[config.mk]
export PLATFORM = sky130hd
export DESIGN_NAME = alu_flags_top
export DESIGN_NICKNAME = d
export VERILOG_FILES = /design/src/rtl/alu_flags_pkg.sv /design/src/rtl/alu_addsub.sv /design/src/rtl/alu_bitwise.sv /design/src/rtl/alu_flag_reg.sv /design/src/rtl/alu_flags_top.sv
export SDC_FILE = /design/constraint.sdc
export NUM_CORES = 1
export LEC_CHECK = 0
export BUFFER_PORTS_ARGS = -buffer_cell sky130_fd_sc_hd__buf_2
export CELL_PAD_IN_SITES_DETAIL_PLACEMENT = 0
export CELL_PAD_IN_SITES_GLOBAL_PLACEMENT = 2
export CORE_ASPECT_RATIO = 0.75
export CORE_MARGIN = 8
export CORE_UTILIZATION = 33
export CTS_CLUSTER_DIAMETER = 40
export DETAILED_ROUTE_END_ITERATION = 16
export PLACE_DENSITY_LB_ADDON = 0.05
export SLEW_MARGIN = 25
export SYNTH_ARGS = -nofsm -noshare
export SYNTH_HDL_FRONTEND = slang
export SYNTH_SLANG_ARGS = --single-unit
export TNS_END_PERCENT = 100
[constraint.sdc]
create_clock -name clk -period 14.75 [get_ports clk]
set_input_delay 1.475 -clock clk [delete_from_list [all_inputs] [get_ports clk]]
set_output_delay 1.475 -clock clk [all_outputs]
set_load 0.01 [all_outputs]
[src/rtl/alu_flags_pkg.sv]
package alu_flags_pkg;

    typedef enum logic [3:0] {
        OP_ADD  = 4'd0,
        OP_ADC  = 4'd1,
        OP_SUB  = 4'd2,
        OP_SBC  = 4'd3,
        OP_RSB  = 4'd4,
        OP_RSC  = 4'd5,
        OP_AND  = 4'd6,
        OP_XOR  = 4'd7,
        OP_OR   = 4'd8,
        OP_BIC  = 4'd9,
        OP_NOT  = 4'd10,
        OP_MOV  = 4'd11
    } alu_op_e;

    typedef struct packed {
        logic n;
        logic z;
        logic c;
        logic v;
    } alu_flags_t;

    localparam int FLAG_BITS = $bits(alu_flags_t);

    function automatic logic op_is_arith(input logic [3:0] code);
        return code <= 4'd5;
    endfunction

endpackage

[src/rtl/alu_addsub.sv]
module alu_addsub
    import alu_flags_pkg::*;
#(
    parameter int W = 32
) (
    input  logic [3:0]   code,
    input  logic [W-1:0] a,
    input  logic [W-1:0] b,
    input  logic         cin,
    output logic [W-1:0] sum,
    output logic         cout,
    output logic         ovf
);
    localparam int SW = W + 1;

    logic [W-1:0] x, y;
    logic         ci;
    logic [SW-1:0] wide;

    always_comb begin
        x  = a;
        y  = b;
        ci = 1'b0;
        case (alu_op_e'(code))
            OP_ADC: ci = cin;
            OP_SUB: begin y = ~b; ci = 1'b1; end
            OP_SBC: begin y = ~b; ci = cin;  end
            OP_RSB: begin x = b; y = ~a; ci = 1'b1; end
            OP_RSC: begin x = b; y = ~a; ci = cin;  end
            default: ;
        endcase
    end

    assign wide = {1'b0, x} + {1'b0, y} + {{W{1'b0}}, ci};
    assign sum  = wide[W-1:0];
    assign cout = wide[W];
    assign ovf  = (x[W-1] == y[W-1]) && (sum[W-1] != x[W-1]);

endmodule

[src/rtl/alu_bitwise.sv]
module alu_bitwise
    import alu_flags_pkg::*;
#(
    parameter int W = 32
) (
    input  logic [3:0]   code,
    input  logic [W-1:0] a,
    input  logic [W-1:0] b,
    output logic [W-1:0] res
);
    always_comb begin
        case (alu_op_e'(code))
            OP_AND:  res = a & b;
            OP_XOR:  res = a ^ b;
            OP_OR:   res = a | b;
            OP_BIC:  res = a & ~b;
            OP_NOT:  res = ~b;
            default: res = b;
        endcase
    end
endmodule

[src/rtl/alu_flag_reg.sv]
module alu_flag_reg
    import alu_flags_pkg::*;
(
    input  logic       clk,
    input  logic       rst,
    input  logic       load,
    input  alu_flags_t d,
    output alu_flags_t q
);
    always_ff @(posedge clk) begin
        if (rst)
            q <= '0;
        else if (load)
            q <= d;
    end
endmodule

[src/rtl/alu_flags_top.sv]
module alu_flags_top
    import alu_flags_pkg::*;
#(
    parameter int W = 32
) (
    input  logic         clk,
    input  logic         rst,
    input  logic [W-1:0] op_a,
    input  logic [W-1:0] op_b,
    input  logic [3:0]   op_code,
    input  logic         carry_in,
    input  logic         set_flags,
    output logic [W-1:0] result,
    output logic [FLAG_BITS-1:0] flags_next,
    output logic [FLAG_BITS-1:0] flags_q
);
    logic [W-1:0] arith_res, logic_res;
    logic         arith_c, arith_v;
    logic         is_arith;
    alu_flags_t   nxt, cur;

    alu_addsub #(.W(W)) u_addsub (
        .code(op_code), .a(op_a), .b(op_b), .cin(carry_in),
        .sum(arith_res), .cout(arith_c), .ovf(arith_v)
    );

    alu_bitwise #(.W(W)) u_bitwise (
        .code(op_code), .a(op_a), .b(op_b), .res(logic_res)
    );

    assign is_arith = op_is_arith(op_code);
    assign result   = is_arith ? arith_res : logic_res;

    always_comb begin
        nxt.n = result[W-1];
        nxt.z = (result == '0);
        nxt.c = is_arith ? arith_c : cur.c;
        nxt.v = is_arith ? arith_v : cur.v;
    end

    alu_flag_reg u_flags (
        .clk(clk), .rst(rst), .load(set_flags), .d(nxt), .q(cur)
    );

    assign flags_next = nxt;
    assign flags_q    = cur;

endmodule

==> results_tabular.tex, run 1 <==
\begin{tabular}{lr}
\hline
Metric & Value \\
\hline
\multicolumn{2}{l}{\textbf{Status}} \\
\quad Status & finished, final reports clean \\
\multicolumn{2}{l}{\textbf{Critical path}} \\
\quad Critical path class & in2out \\
\quad Cell chain of the critical path & buf\_2 > buf\_4 > clkinv\_1 > o211ai\_1 > fa\_1 > inv\_1 > fa\_1 > a21o\_1 > a221oi\_2 > o221ai\_1 > a21oi\_2 > o22ai\_1 > a2111o\_1 > and3\_1 > or4bb\_1 > nor4\_2 > buf\_2 \\
\quad Source of the critical timing path & op\_code[0] \\
\quad Biggest fanout along the worst timing path & 70 \\
\quad Worst path arrival time & 7.03 ns \\
\quad Category of the worst setup path capture point & primary output \\
\quad Buffering stage count on the worst path with inverters included & 5 \\
\quad Critical-path cell with the highest stage delay & sky130\_fd\_sc\_hd\_\_clkinv\_1 \\
\quad FF-to-FF Start & u\_flags.q[0] \\
\quad Crit path depth & 17 \\
\quad Length in cells of the worst reg-to-reg path & 3 \\
\quad WP data required & 13.28 ns \\
\quad Element type at the critical path start & primary input \\
\quad Worst stage delay on the critical path & 0.85 ns \\
\quad Largest delay share family, worst path & compound AO/OA/AOI/OAI gates \\
\multicolumn{2}{l}{\textbf{CTS}} \\
\quad Deepest level of the CTS H-tree & 1 \\
\quad Number of clock buffers inserted by TritonCTS & 3 \\
\quad Buffers inserted by post-CTS timing repair & 0 \\
\quad TritonCTS clock tree & done \\
\quad Number of sinks driven by the clock tree & 4 \\
\quad Hold bufs inserted after CTS & 0 \\
\quad Max Root-Sink Buffers & 2 \\
\quad Post-CTS resize count & 0 \\
\quad Clk pin slew, worst setup/hold paths & 0.03 ns \\
\quad Clock network latency to the later pin of the worst-skew pair & 0.23 ns \\
\quad Cell chosen for the clock root & sky130\_fd\_sc\_hd\_\_clkbuf\_16 \\
\multicolumn{2}{l}{\textbf{Power}} \\
\quad Relative contribution of sequential cells to total power & 2.9\% \\
\quad Leakage Power & 2.905 nW \\
\quad Switching component of the power & 0.2484 mW \\
\quad Clock network power share & 10.4\% \\
\quad Internal power & 0.1740 mW \\
\quad Combinational fraction of design power & 86.7\% \\
\quad Overall Power & 0.4224 mW \\
\quad Max VDD drop & 0.00004870 V \\
\quad Areal power density over the cells & 62.33 mW/mm\^{}2 \\
\quad Switching share of power & 58.80\% \\
\multicolumn{2}{l}{\textbf{Timing}} \\
\quad Least setup slack across all paths after layout & 6.248 ns \\
\quad Headroom to the max-slew limit & 40.18\% \\
\quad Clock Skew & 0 ns \\
\quad Minimum period implied by the final worst setup slack & 8.502 ns \\
\quad Slew of the pin with the lowest slew margin & 0.8919 ns \\
\quad Final number of max-transition violations & 0 \\
\quad Min Hold Slack & 0.5156 ns \\
\quad Unrepaired setup endpoints after global routing & false \\
\quad Fin. Hold Viols & 0 \\
\quad Achievable frequency & 117.6 MHz \\
\quad Share of the clock period used by the worst path after layout & 57.64\% \\
\quad Total Negative Setup Slacks & 0 ns \\
\quad Final setup violating endpoints & 0 \\
\multicolumn{2}{l}{\textbf{Place}} \\
\quad Half-perimeter wire length after detailed placement & 21.98 mm \\
\quad Number of I/O port buffers & 111 \\
\quad Worst slack, placed & 6.339 ns \\
\quad Routability-driven placement congestion ratio & 0.9234 \\
\multicolumn{2}{l}{\textbf{Global routing}} \\
\quad Wire length of the first global-routing pass & 45.42 mm \\
\quad Pin count of the biggest net entering global routing & 71 \\
\quad Initial antenna violation count & 0 \\
\quad Vias in the first global route & 7359 \\
\quad Global routing usage summed across all routing layers & 25.14\% \\
\quad Total grt overflow & 0 \\
\multicolumn{2}{l}{\textbf{Synth}} \\
\quad Compound-gate portion of the synthesized area & 42.22\% \\
\quad Share of synthesized cell area in full adder, half adder and majority cells & 13.77\% \\
\quad Synth unique cells & 89 \\
\quad Asr flop ratio synth & 0\% \\
\quad Cell area after synthesis & 0.006013 sq mm \\
\quad Ys Warns & 0 \\
\quad Cell count after synthesis & 972 \\
\quad Cell types with the largest area share after synthesis & sky130\_fd\_sc\_hd\_\_ha\_1 (13\%), sky130\_fd\_sc\_hd\_\_nand2\_1 (10\%), sky130\_fd\_sc\_hd\_\_a21oi\_1 (8.7\%) \\
\quad Proportion of synthesized chip area in sequential cells & 1.332\% \\
\quad Avg Synthesized Cell Area & 6.186 sq um \\
\quad Area share of and/or/nand/nor cells after synthesis & 27.57\% \\
\quad Syn nets & 1109 \\
\quad Yosys top cell area share & 13.11\% \\
\quad Number of enable-type register cells in the synthesized netlist & 0 \\
\quad Register bit count reported by yosys & 4 \\
\quad Multiplexer fraction of the synthesized cell area & 2.497\% \\
\quad Library cell occupying the most area in the post-synthesis netlist & sky130\_fd\_sc\_hd\_\_ha\_1 \\
\quad Main combinational cell family by area after synthesis & compound AO/OA/AOI/OAI gates \\
\quad XOR/XNOR Fraction of Synth Area & 2.913\% \\
\quad Top FF cell, synth & sky130\_fd\_sc\_hd\_\_dfxtp\_1 \\
\multicolumn{2}{l}{\textbf{Routing}} \\
\quad Routed via count & 7798 \\
\quad Post-Route WL & 29.55 mm \\
\quad Number of design rule violations left after detail routing & 0 \\
\quad Initial drt markers & 845 \\
\quad Avg WL per Cell & 23.23 um \\
\quad Via density per instance & 6.131 \\
\quad Number of search-and-repair iterations in the first detailed-routing pass & 5 \\
\quad DRT antenna net count & 0 \\
\multicolumn{2}{l}{\textbf{Finish}} \\
\quad Number of antenna repair diodes & 0 \\
\quad Area Growth Syn to Fin & 12.69\% \\
\quad Final core utilization & 38.15\% \\
\quad Fraction of layout cells with a size suffix above 1 & 15.44\% \\
\quad Total number of nets in the final design & 1169 \\
\quad Register bank with the most flops & u\_flags.q \\
\quad Biggest regs & u\_flags.q x4 \\
\quad Flip-flop count of the largest register after layout & 4 \\
\multicolumn{2}{l}{\textbf{Die}} \\
\quad Horizontal die dimension & 171.9 um \\
\quad Core ar. & 0.01776 sq mm \\
\quad Initial Utilization & 33.85\% \\
\quad I/O pin cnt & 112 \\
\quad \# rows & 42 \\
\quad Chip height & 132.9 um \\
\quad Die footprint & 0.02284 sq mm \\
\multicolumn{2}{l}{\textbf{Hold path}} \\
\quad Number of stages on the worst hold path & 2 \\
\quad Worst Hold Class & reg2reg \\
\quad Origin of the worst min-delay path & u\_flags.q[3] \\
\multicolumn{2}{l}{\textbf{Job}} \\
\quad Max Cap Viol & 0 \\
\hline
\end{tabular}
==> worst reg2reg max path: stages, from the launching register on <==
cell                      delay [ns]
sky130_fd_sc_hd__dfxtp_1        0.39
sky130_fd_sc_hd__a22o_1         0.22
sky130_fd_sc_hd__nand2_1        0.07
sky130_fd_sc_hd__a21oi_1        0.11
==> worst paths after layout <==
path	endpoint	slack, ns
setup / recovery	flags_next[2]	6.25
hold reg to reg	u_flags.q[3]	0.52
setup reg to reg	u_flags.q[0]	13.89
hold / removal	u_flags.q[3]	0.52
==> power by group through the flow <==
| stage | Combinational, mW | Clock [mW] | Sequential (mW) |
|---|---|---|---|
| after global placement | 0.364 | 0 | 0.0122 |
| after detailed placement | 0.358 | 0 | 0.0121 |
| after floorplan | 0.236 | 0 | 0.0123 |
| final | 0.366 | 0.0441 | 0.0121 |
| after CTS | 0.360 | 0.0446 | 0.0120 |
| after global routing | 0.401 | 0.0454 | 0.0121 |
==> layout make-up <==
type	instances	area (sq um)
multi-input combinational	822	5376
timing repair buffer	124	653.1
fill	2028	10990
inverter	77	289.0
sequential	4	80.08
tap	242	302.8
clock buffer	3	75.07
==> through the flow <==
stage,cells,instance area [sq um]
finish,1272,6777
global route,1272,6777
CTS,1272,6777
detailed placement,1269,6701
global placement,1269,6701
floorplan,972,6013
==> Yosys cell counts (all sizes together), types with 7 or more instances <==
| cell type | instances |
|---|---|
| a211oi | 16 |
| a21o | 9 |
| a21oi | 106 |
| a221oi | 9 |
| a31oi | 10 |
| and3 | 7 |
| buf | 21 |
| clkbuf | 48 |
| ha | 63 |
| inv | 75 |
| mux2 | 8 |
| nand2 | 163 |
| nand2b | 17 |
| nand3 | 11 |
| nand4 | 14 |
| nor2 | 49 |
| nor3 | 17 |
| nor4 | 12 |
| o211ai | 9 |
| o21ai | 99 |
| o221ai | 31 |
| o22ai | 9 |
| o31ai | 9 |
| or3 | 8 |
| or4 | 7 |
| xnor2 | 10 |
| xor2 | 10 |
==> routing by layer <==
metal  vias to the layer above  part of all wire (%)  global-route usage, %
met5                         -                     0                      0
met3                        24                    10                  5.587
li1                       3738                     -                      -
met1                      3649                    49                  38.68
met2                       387                    39                  34.92
met4                         0                   1.2                  3.392
==> logic make-up after synthesis <==
family / count (synthesis)
AO/OA/AOI/OAI: 379
XOR/XNOR: 20
adder cells (fa/ha/maj): 65
buffers and inverters: 146
flip-flops: 4
multiplexers: 14
AND/OR/NAND/NOR: 344
==> cells in the final DEF (no fill, tap or decap), types with 5 or more instances in the layout <==
cell,count
sky130_fd_sc_hd__nand2_1,163
sky130_fd_sc_hd__buf_2,111
sky130_fd_sc_hd__a21oi_1,104
sky130_fd_sc_hd__o21ai_0,89
sky130_fd_sc_hd__inv_1,74
sky130_fd_sc_hd__ha_1,63
sky130_fd_sc_hd__nor2_1,47
sky130_fd_sc_hd__o221ai_1,31
sky130_fd_sc_hd__nand2b_1,17
sky130_fd_sc_hd__nor3_1,17
sky130_fd_sc_hd__a211oi_1,15
sky130_fd_sc_hd__nand4_1,14
sky130_fd_sc_hd__buf_4,13
sky130_fd_sc_hd__nand3_1,11
sky130_fd_sc_hd__nor4_1,11
sky130_fd_sc_hd__xor2_1,10
sky130_fd_sc_hd__a31oi_1,10
sky130_fd_sc_hd__xnor2_1,10
sky130_fd_sc_hd__o22ai_1,9
sky130_fd_sc_hd__o21ai_1,9
sky130_fd_sc_hd__o31ai_1,9
sky130_fd_sc_hd__o211ai_1,9
sky130_fd_sc_hd__a21o_1,9
sky130_fd_sc_hd__or3_1,8
sky130_fd_sc_hd__mux2_2,7
sky130_fd_sc_hd__a221oi_1,7
sky130_fd_sc_hd__or4_1,7
sky130_fd_sc_hd__and3_1,7
sky130_fd_sc_hd__o311ai_0,6
sky130_fd_sc_hd__and2_1,6
sky130_fd_sc_hd__mux2i_1,6
sky130_fd_sc_hd__o21a_1,5
Note: power is estimated with default switching activity, not from simulation.
==> run 2, diff against run 1 <==
--- a/config.mk
+++ b/config.mk
@@ -10,7 +10,7 @@
 export CELL_PAD_IN_SITES_GLOBAL_PLACEMENT = 2
 export CORE_ASPECT_RATIO = 0.75
 export CORE_MARGIN = 8
-export CORE_UTILIZATION = 33
+export CORE_UTILIZATION = 31
 export CTS_CLUSTER_DIAMETER = 40
 export DETAILED_ROUTE_END_ITERATION = 16
 export PLACE_DENSITY_LB_ADDON = 0.05
==> constraint.sdc (replaced) <==
create_clock -name clk -period 8.5 [get_ports clk]
set_input_delay 0.85 -clock clk [delete_from_list [all_inputs] [get_ports clk]]
set_output_delay 0.85 -clock clk [all_outputs]
set_load 0.01 [all_outputs]
==> run 2 against run 1 <==
Design area rose by 0.87%. Combinational power grew 76%. Clock-buffer cell count is the same. Wire length is 4.8% higher. Sequential power rose by 71%. First-iteration DRC count shrank 9.2%. Register-to-register slack lost 6.2 ns. Worst setup slack worse by 4.6 ns. Critical path type unchanged. Critical endpoint unchanged.
==> results_tabular.tex, run 2 (same netlist as run 1, synthesis figures left out) <==
\begin{tabular}{lr}
\hline
Metric & Value \\
\hline
\multicolumn{2}{l}{\textbf{Finish}} \\
\quad Area used by sequential logic in the layout & 80.08 sq um \\
\quad Number of fill cells in the layout & 2208 \\
\quad Most common cell after layout, fill and taps aside & sky130\_fd\_sc\_hd\_\_nand2\_1 \\
\quad Finished layout cell area & 0.006835 sq mm \\
\quad Area Growth Syn to Fin & 13.67\% \\
\quad Top library cells by usage in the layout, fill and taps aside & sky130\_fd\_sc\_hd\_\_nand2\_1 (163), sky130\_fd\_sc\_hd\_\_buf\_2 (111), sky130\_fd\_sc\_hd\_\_a21oi\_1 (104), sky130\_fd\_sc\_hd\_\_o21ai\_0 (89), sky130\_fd\_sc\_hd\_\_inv\_1 (74) \\
\quad Flip-flop count of the largest register after layout & 4 \\
\quad Combined area of the multi-input logic cells & 0.005376 sq mm \\
\quad Fraction of layout cells with a size suffix above 1 & 15.93\% \\
\quad Biggest regs & u\_flags.q x4 \\
\quad Total number of nets in the final design & 1175 \\
\quad Register bank with the most flops & u\_flags.q \\
\quad Number of antenna repair diodes & 0 \\
\multicolumn{2}{l}{\textbf{CTS}} \\
\quad TritonCTS clock tree & done \\
\quad Deepest level of the CTS H-tree & 1 \\
\quad Clk pin slew, worst setup/hold paths & 0.03 ns \\
\quad Number of clock buffers inserted by TritonCTS & 3 \\
\quad Cell chosen for the clock root & sky130\_fd\_sc\_hd\_\_clkbuf\_16 \\
\quad Clock network latency to the later pin of the worst-skew pair & 0.22 ns \\
\quad Max Root-Sink Buffers & 2 \\
\quad Buffers inserted by post-CTS timing repair & 0 \\
\quad Hold bufs inserted after CTS & 0 \\
\quad Post-CTS resize count & 0 \\
\quad Number of sinks driven by the clock tree & 4 \\
\multicolumn{2}{l}{\textbf{Power}} \\
\quad Switching component of the power & 0.4353 mW \\
\quad Combinational fraction of design power & 87.3\% \\
\quad Internal power & 0.3035 mW \\
\quad Areal power density over the cells & 108.1 mW/mm\^{}2 \\
\quad Leakage Power & 2.936 nW \\
\quad Clock network power share & 9.9\% \\
\quad Max VDD drop & 0.0001085 V \\
\quad Relative contribution of sequential cells to total power & 2.8\% \\
\quad Switching share of power & 58.92\% \\
\multicolumn{2}{l}{\textbf{Timing}} \\
\quad Final setup violating endpoints & 0 \\
\quad Slew of the pin with the lowest slew margin & 0.9625 ns \\
\quad Share of the clock period used by the worst path after layout & 80.34\% \\
\quad Headroom to the max-slew limit & 35.45\% \\
\quad Final number of max-transition violations & 0 \\
\quad Fin. Hold Viols & 0 \\
\quad Clock Skew & 0 ns \\
\quad Minimum period implied by the final worst setup slack & 6.829 ns \\
\quad Unrepaired setup endpoints after global routing & false \\
\quad Total Negative Setup Slacks & 0 ns \\
\quad Achievable frequency & 146.4 MHz \\
\multicolumn{2}{l}{\textbf{Routing}} \\
\quad Number of search-and-repair iterations in the first detailed-routing pass & 5 \\
\quad DRT antenna net count & 0 \\
\quad Post-Route WL & 30.98 mm \\
\quad Avg WL per Cell & 24.03 um \\
\quad Number of design rule violations left after detail routing & 0 \\
\quad Initial drt markers & 767 \\
\quad Via density per instance & 6.042 \\
\quad Routed via count & 7788 \\
\multicolumn{2}{l}{\textbf{Global routing}} \\
\quad Total grt overflow & 0 \\
\quad Vias in the first global route & 7010 \\
\quad Global routing usage summed across all routing layers & 24.36\% \\
\quad Pin count of the biggest net entering global routing & 55 \\
\quad Wire length of the first global-routing pass & 45.80 mm \\
\quad Initial antenna violation count & 0 \\
\multicolumn{2}{l}{\textbf{Die}} \\
\quad Chip height & 136.6 um \\
\quad \# rows & 44 \\
\quad Initial Utilization & 31.30\% \\
\quad Core ar. & 0.01921 sq mm \\
\quad I/O pin cnt & 112 \\
\quad Die footprint & 0.02416 sq mm \\
\quad Horizontal die dimension & 176.8 um \\
\multicolumn{2}{l}{\textbf{Job}} \\
\quad Max Cap Viol & 0 \\
\multicolumn{2}{l}{\textbf{Critical path}} \\
\quad Critical path class & in2out \\
\quad Cell chain of the critical path & buf\_2 > clkinv\_1 > o211ai\_1 > fa\_1 > inv\_1 > fa\_1 > a21o\_1 > a221oi\_2 > o221ai\_1 > a21oi\_2 > o22ai\_1 > a2111o\_1 > and3\_1 > or4bb\_1 > nor4\_2 > buf\_2 \\
\quad Critical-path cell with the highest stage delay & sky130\_fd\_sc\_hd\_\_clkinv\_1 \\
\quad Length in cells of the worst reg-to-reg path & 3 \\
\quad Worst stage delay on the critical path & 0.67 ns \\
\quad Category of the worst setup path capture point & primary output \\
\quad WP data required & 7.65 ns \\
\quad Biggest fanout along the worst timing path & 19 \\
\quad Worst path arrival time & 5.98 ns \\
\quad Element type at the critical path start & primary input \\
\multicolumn{2}{l}{\textbf{Hold path}} \\
\quad Number of stages on the worst hold path & 2 \\
\quad Worst Hold Class & reg2reg \\
\multicolumn{2}{l}{\textbf{Place}} \\
\quad Number of I/O port buffers & 111 \\
\quad Dpl cell area & 0.006760 sq mm \\
\quad Half-perimeter wire length after detailed placement & 23.50 mm \\
\quad Routability-driven placement congestion ratio & 0.9485 \\
\multicolumn{2}{l}{\textbf{Status}} \\
\quad Status & finished, final reports clean \\
\hline
\end{tabular}
-- run 2: cell count changes in the layout (fill, tap and decap cells not counted), sizes merged --
cell and delta:
buf +6
-- run 2: power groups by stage --
| stage | Sequential (mW) | Clock, mW | Combinational, mW |
|---|---|---|---|
| after global placement | 0.0209 | 0 | 0.639 |
| final | 0.0207 | 0.0729 | 0.645 |
| after detailed placement | 0.0209 | 0 | 0.629 |
| after CTS | 0.0207 | 0.0735 | 0.633 |
| after global routing | 0.0209 | 0.0749 | 0.699 |
| after floorplan | 0.0214 | 0 | 0.409 |
-- run 2: cell type report --
class                   count  share of cell area, %
clock buffers               3                  1.098
inverters                  77                  4.228
well taps                 253                  4.631
repair buffers            130                  10.21
multi-input cells         822                  78.66
flip-flops and latches      4                  1.172
-- run 2: final timing paths --
check          startpoint             to  slack, ns
min          u_flags.q[3]   u_flags.q[3]       0.50
min reg2reg  u_flags.q[3]   u_flags.q[3]       0.50
max reg2reg  u_flags.q[0]   u_flags.q[0]       7.72
max            op_code[0]  flags_next[2]       1.67
-- run 2: critical path: cells and delay by family --
family | cells | cell delay [ns]
adders and majority gates | 2 | 0.66
AOI/OAI and AO/OA | 7 | 2.38
buffers and inverters | 4 | 1.27
and+or+nand+nor | 3 | 0.81
-- run 2: through the flow --
stage | cells | setup WS, ns | utilization, % | hold slack, ns | power, mW
floorplan | 972 | 2.176 | - | 0.4994 | 0.4306
global placement | 1286 | 1.849 | 35.18 | 0.4752 | 0.6595
detailed placement | 1286 | 1.755 | 35.18 | 0.4898 | 0.6499
CTS | 1289 | 1.734 | 35.58 | 0.4961 | 0.7268
global route | 1289 | 1.363 | 35.58 | 0.5471 | 0.7949
finish | 1289 | 1.671 | 35.58 | 0.4997 | 0.7389
-- run 2: per-layer routing --
metal	global-route usage (%)	wire length, um	vias to the layer above
met5	0	0	-
met2	33.89	11960	365
li1	-	-	3744
met4	2.515	337	0
met3	3.336	2598	22
met1	38.94	16080	3657
==> run 3, diff against run 2 <==
--- a/config.mk
+++ b/config.mk
@@ -5,12 +5,13 @@
 export SDC_FILE = /design/constraint.sdc
 export NUM_CORES = 1
 export LEC_CHECK = 0
+export ABC_AREA = 1
 export BUFFER_PORTS_ARGS = -buffer_cell sky130_fd_sc_hd__buf_2
 export CELL_PAD_IN_SITES_DETAIL_PLACEMENT = 0
 export CELL_PAD_IN_SITES_GLOBAL_PLACEMENT = 2
 export CORE_ASPECT_RATIO = 0.75
 export CORE_MARGIN = 8
-export CORE_UTILIZATION = 31
+export CORE_UTILIZATION = 28
 export CTS_CLUSTER_DIAMETER = 40
 export DETAILED_ROUTE_END_ITERATION = 16
 export PLACE_DENSITY_LB_ADDON = 0.05
==> constraint.sdc (replaced) <==
create_clock -name clk -period 6.92 [get_ports clk]
set_input_delay 0.692 -clock clk [delete_from_list [all_inputs] [get_ports clk]]
set_output_delay 0.692 -clock clk [all_outputs]
set_load 0.01 [all_outputs]
==> run 3 against run 2 <==
Combinational power increased by 11%. Synthesized cell count increased by 22%. Worst setup slack got worse by 0.096 ns. Critical endpoint unchanged.
==> results_tabular.tex, run 3 <==
\begin{tabular}{lr}
\hline
Metric & Value \\
\hline
\multicolumn{2}{l}{\textbf{Finish}} \\
\quad Finished layout cell area & 0.006807 sq mm \\
\quad Non-filler cells, final & 1560 \\
\quad Total number of nets in the final design & 1411 \\
\quad Most common cell after layout, fill and taps aside & sky130\_fd\_sc\_hd\_\_nand2\_1 \\
\quad Number of fill cells in the layout & 2534 \\
\quad Register bank with the most flops & u\_flags.q \\
\quad Flip-flop count of the largest register after layout & 4 \\
\quad Biggest regs & u\_flags.q x4 \\
\quad Fraction of layout cells with a size suffix above 1 & 12.11\% \\
\quad Top library cells by usage in the layout, fill and taps aside & sky130\_fd\_sc\_hd\_\_nand2\_1 (373), sky130\_fd\_sc\_hd\_\_inv\_1 (197), sky130\_fd\_sc\_hd\_\_o21ai\_0 (121), sky130\_fd\_sc\_hd\_\_buf\_2 (111), sky130\_fd\_sc\_hd\_\_nor2\_1 (95) \\
\quad Area Growth Syn to Fin & 14.94\% \\
\quad Number of antenna repair diodes & 0 \\
\multicolumn{2}{l}{\textbf{CTS}} \\
\quad TritonCTS clock tree & done \\
\quad Number of sinks driven by the clock tree & 4 \\
\quad Post-CTS resize count & 0 \\
\quad Hold bufs inserted after CTS & 0 \\
\quad Buffers inserted by post-CTS timing repair & 0 \\
\quad Deepest level of the CTS H-tree & 1 \\
\quad Max Root-Sink Buffers & 2 \\
\quad Clock network latency to the later pin of the worst-skew pair & 0.23 ns \\
\quad Cell chosen for the clock root & sky130\_fd\_sc\_hd\_\_clkbuf\_16 \\
\quad Clk pin slew, worst setup/hold paths & 0.03 ns \\
\quad Number of clock buffers inserted by TritonCTS & 3 \\
\multicolumn{2}{l}{\textbf{Global routing}} \\
\quad Global routing usage summed across all routing layers & 21.53\% \\
\quad Pin count of the biggest net entering global routing & 46 \\
\quad Total grt overflow & 0 \\
\quad Initial antenna violation count & 0 \\
\quad Wire length of the first global-routing pass & 43.63 mm \\
\quad Vias in the first global route & 7016 \\
\multicolumn{2}{l}{\textbf{Place}} \\
\quad Number of I/O port buffers & 111 \\
\quad Cells after DPL & 1557 \\
\quad Worst slack, placed & 1.609 ns \\
\quad Routability-driven placement congestion ratio & 0.9173 \\
\quad Half-perimeter wire length after detailed placement & 24.35 mm \\
\quad Dpl cell area & 0.006731 sq mm \\
\multicolumn{2}{l}{\textbf{Synth}} \\
\quad Top FF cell, synth & sky130\_fd\_sc\_hd\_\_dfxtp\_1 \\
\quad Number of enable-type register cells in the synthesized netlist & 0 \\
\quad Avg Synthesized Cell Area & 4.985 sq um \\
\quad Cell types with the largest area share after synthesis & sky130\_fd\_sc\_hd\_\_nand2\_1 (24\%), sky130\_fd\_sc\_hd\_\_ha\_1 (13\%), sky130\_fd\_sc\_hd\_\_inv\_1 (12\%) \\
\quad Cell count after synthesis & 1188 \\
\quad Library cell occupying the most area in the post-synthesis netlist & sky130\_fd\_sc\_hd\_\_nand2\_1 \\
\quad Yosys top cell area share & 23.71\% \\
\quad Proportion of synthesized chip area in sequential cells & 1.352\% \\
\quad Syn nets & 1325 \\
\quad Register bit count reported by yosys & 4 \\
\quad Asr flop ratio synth & 0\% \\
\quad Cell area after synthesis & 0.005922 sq mm \\
\quad Ys Warns & 0 \\
\quad Commonest cells in the netlist & sky130\_fd\_sc\_hd\_\_nand2\_1 (374), sky130\_fd\_sc\_hd\_\_inv\_1 (197), sky130\_fd\_sc\_hd\_\_o21ai\_0 (121) \\
\quad Synth unique cells & 37 \\
\quad Library cell with the highest instance count after synthesis & sky130\_fd\_sc\_hd\_\_nand2\_1 \\
\multicolumn{2}{l}{\textbf{Timing}} \\
\quad Clock Skew & 0 ns \\
\quad Final setup violating endpoints & 0 \\
\quad Fin. Hold Viols & 0 \\
\quad Total Negative Setup Slacks & 0 ns \\
\quad Final number of max-transition violations & 0 \\
\quad Unrepaired setup endpoints after global routing & false \\
\quad Least setup slack across all paths after layout & 1.575 ns \\
\quad Headroom to the max-slew limit & 33.66\% \\
\quad Achievable frequency & 187.1 MHz \\
\quad Share of the clock period used by the worst path after layout & 77.24\% \\
\quad Minimum period implied by the final worst setup slack & 5.345 ns \\
\quad Slew of the pin with the lowest slew margin & 0.9928 ns \\
\multicolumn{2}{l}{\textbf{Die}} \\
\quad Die footprint & 0.02611 sq mm \\
\quad Chip height & 141.9 um \\
\quad I/O pin cnt & 112 \\
\quad Core ar. & 0.02095 sq mm \\
\quad Initial Utilization & 28.27\% \\
\quad Horizontal die dimension & 183.9 um \\
\quad \# rows & 46 \\
\multicolumn{2}{l}{\textbf{Routing}} \\
\quad Avg WL per Cell & 18.64 um \\
\quad DRT antenna net count & 0 \\
\quad Initial drt markers & 700 \\
\quad Number of search-and-repair iterations in the first detailed-routing pass & 5 \\
\quad Routed via count & 7863 \\
\quad Via density per instance & 5.040 \\
\quad Number of design rule violations left after detail routing & 0 \\
\quad Post-Route WL & 29.08 mm \\
\multicolumn{2}{l}{\textbf{Critical path}} \\
\quad Critical path class & in2out \\
\quad WP data required & 6.23 ns \\
\quad Element type at the critical path start & primary input \\
\quad Category of the worst setup path capture point & primary output \\
\quad Critical-path cell with the highest stage delay & sky130\_fd\_sc\_hd\_\_fa\_1 \\
\quad Critical path's most frequent cell & sky130\_fd\_sc\_hd\_\_nand2\_1 \\
\quad Worst stage delay on the critical path & 0.39 ns \\
\quad Biggest fanout along the worst timing path & 27 \\
\quad Reg2reg setup slack & 6.04 ns \\
\quad Worst path arrival time & 4.65 ns \\
\multicolumn{2}{l}{\textbf{Job}} \\
\quad Max Cap Viol & 0 \\
\multicolumn{2}{l}{\textbf{Hold path}} \\
\quad Worst Hold Class & reg2reg \\
\multicolumn{2}{l}{\textbf{Power}} \\
\quad Overall Power & 0.8334 mW \\
\quad Max VDD drop & 0.00005392 V \\
\quad Leakage Power & 3.947 nW \\
\quad Areal power density over the cells & 122.4 mW/mm\^{}2 \\
\multicolumn{2}{l}{\textbf{Status}} \\
\quad Status & finished, final reports clean \\
\hline
\end{tabular}
[run 3: cell types whose count changed in the layout (fill, tap and decap cells not counted), moves of 15 or more]
cell                       previous run  this run
sky130_fd_sc_hd__a211oi_1            15         0
sky130_fd_sc_hd__inv_1               74       197
sky130_fd_sc_hd__o22ai_1              9        35
sky130_fd_sc_hd__nor2_1              47        95
sky130_fd_sc_hd__a21oi_1            104        81
sky130_fd_sc_hd__o21ai_0             89       121
sky130_fd_sc_hd__o21bai_1             4        36
sky130_fd_sc_hd__o221ai_1            31         0
sky130_fd_sc_hd__nand2_1            163       373
sky130_fd_sc_hd__nand2b_1            17         0
sky130_fd_sc_hd__nand3_1             11        64
[run 3: logic make-up after synthesis]
group,Yosys count,share of synthesized area [%]
AO/OA/AOI/OAI,291,27.42
AND/OR/NAND/NOR,582,41.03
flip-flops,4,1.352
buffers and inverters,246,16.21
adder cells (fa/ha/maj),65,13.99
[run 3: routing by layer]
layer / vias up / track usage, % / wire length (um) / share of wire, %
met3: 9 / 3.316 / 1903 / 6.5
li1: 4017 / - / - / -
met2: 228 / 28.03 / 10800 / 37
met4: 0 / 1.440 / 140 / 0.48
met5: - / 0 / 0 / 0
met1: 3609 / 36.03 / 16240 / 56
[run 3: power by group]
part,switching [mW],internal (mW)
sequential,0.000776,0.0250
clock,0.0186,0.0740
combinational,0.491,0.224
[run 3: worst max-delay path, delay by kind of cell]
| family | cells | cell delay, ns |
|---|---|---|
| AND/OR/NAND/NOR | 19 | 2.32 |
| buffers and inverters | 7 | 0.94 |
| adder cells (fa/ha/maj) | 2 | 0.61 |
| AO/OA/AOI/OAI | 1 | 0.06 |
[run 3: per-stage QoR]
| stage | util [%] | hold WS (ns) |
|---|---|---|
| 2_1_floorplan | - | 0.5406 |
| 3_3_place_gp | 32.13 | 0.4952 |
| 3_5_place_dp | 32.13 | 0.5032 |
| 4_1_cts | 32.49 | 0.5143 |
| 5_1_grt | 32.49 | 0.5471 |
| 6_report | 32.49 | 0.5095 |
[run 3: area by class of cell]
cell class / count / area (sq um) / area share (%)
multi-input combinational: 938 / 4887 / 71.80
inverter: 206 / 773.2 / 11.36
timing repair buffer: 121 / 630.6 / 9.265
tap: 288 / 360.3 / 5.294
sequential: 4 / 80.08 / 1.176
clock buffer: 3 / 75.07 / 1.103
[run 3: final timing paths]
check,from,endpoint,cells after the start
setup reg to reg,u_flags.q[0],u_flags.q[0],4
hold reg to reg,u_flags.q[3],u_flags.q[3],2
setup / recovery,op_code[2],flags_next[2],29
hold / removal,u_flags.q[3],u_flags.q[3],2
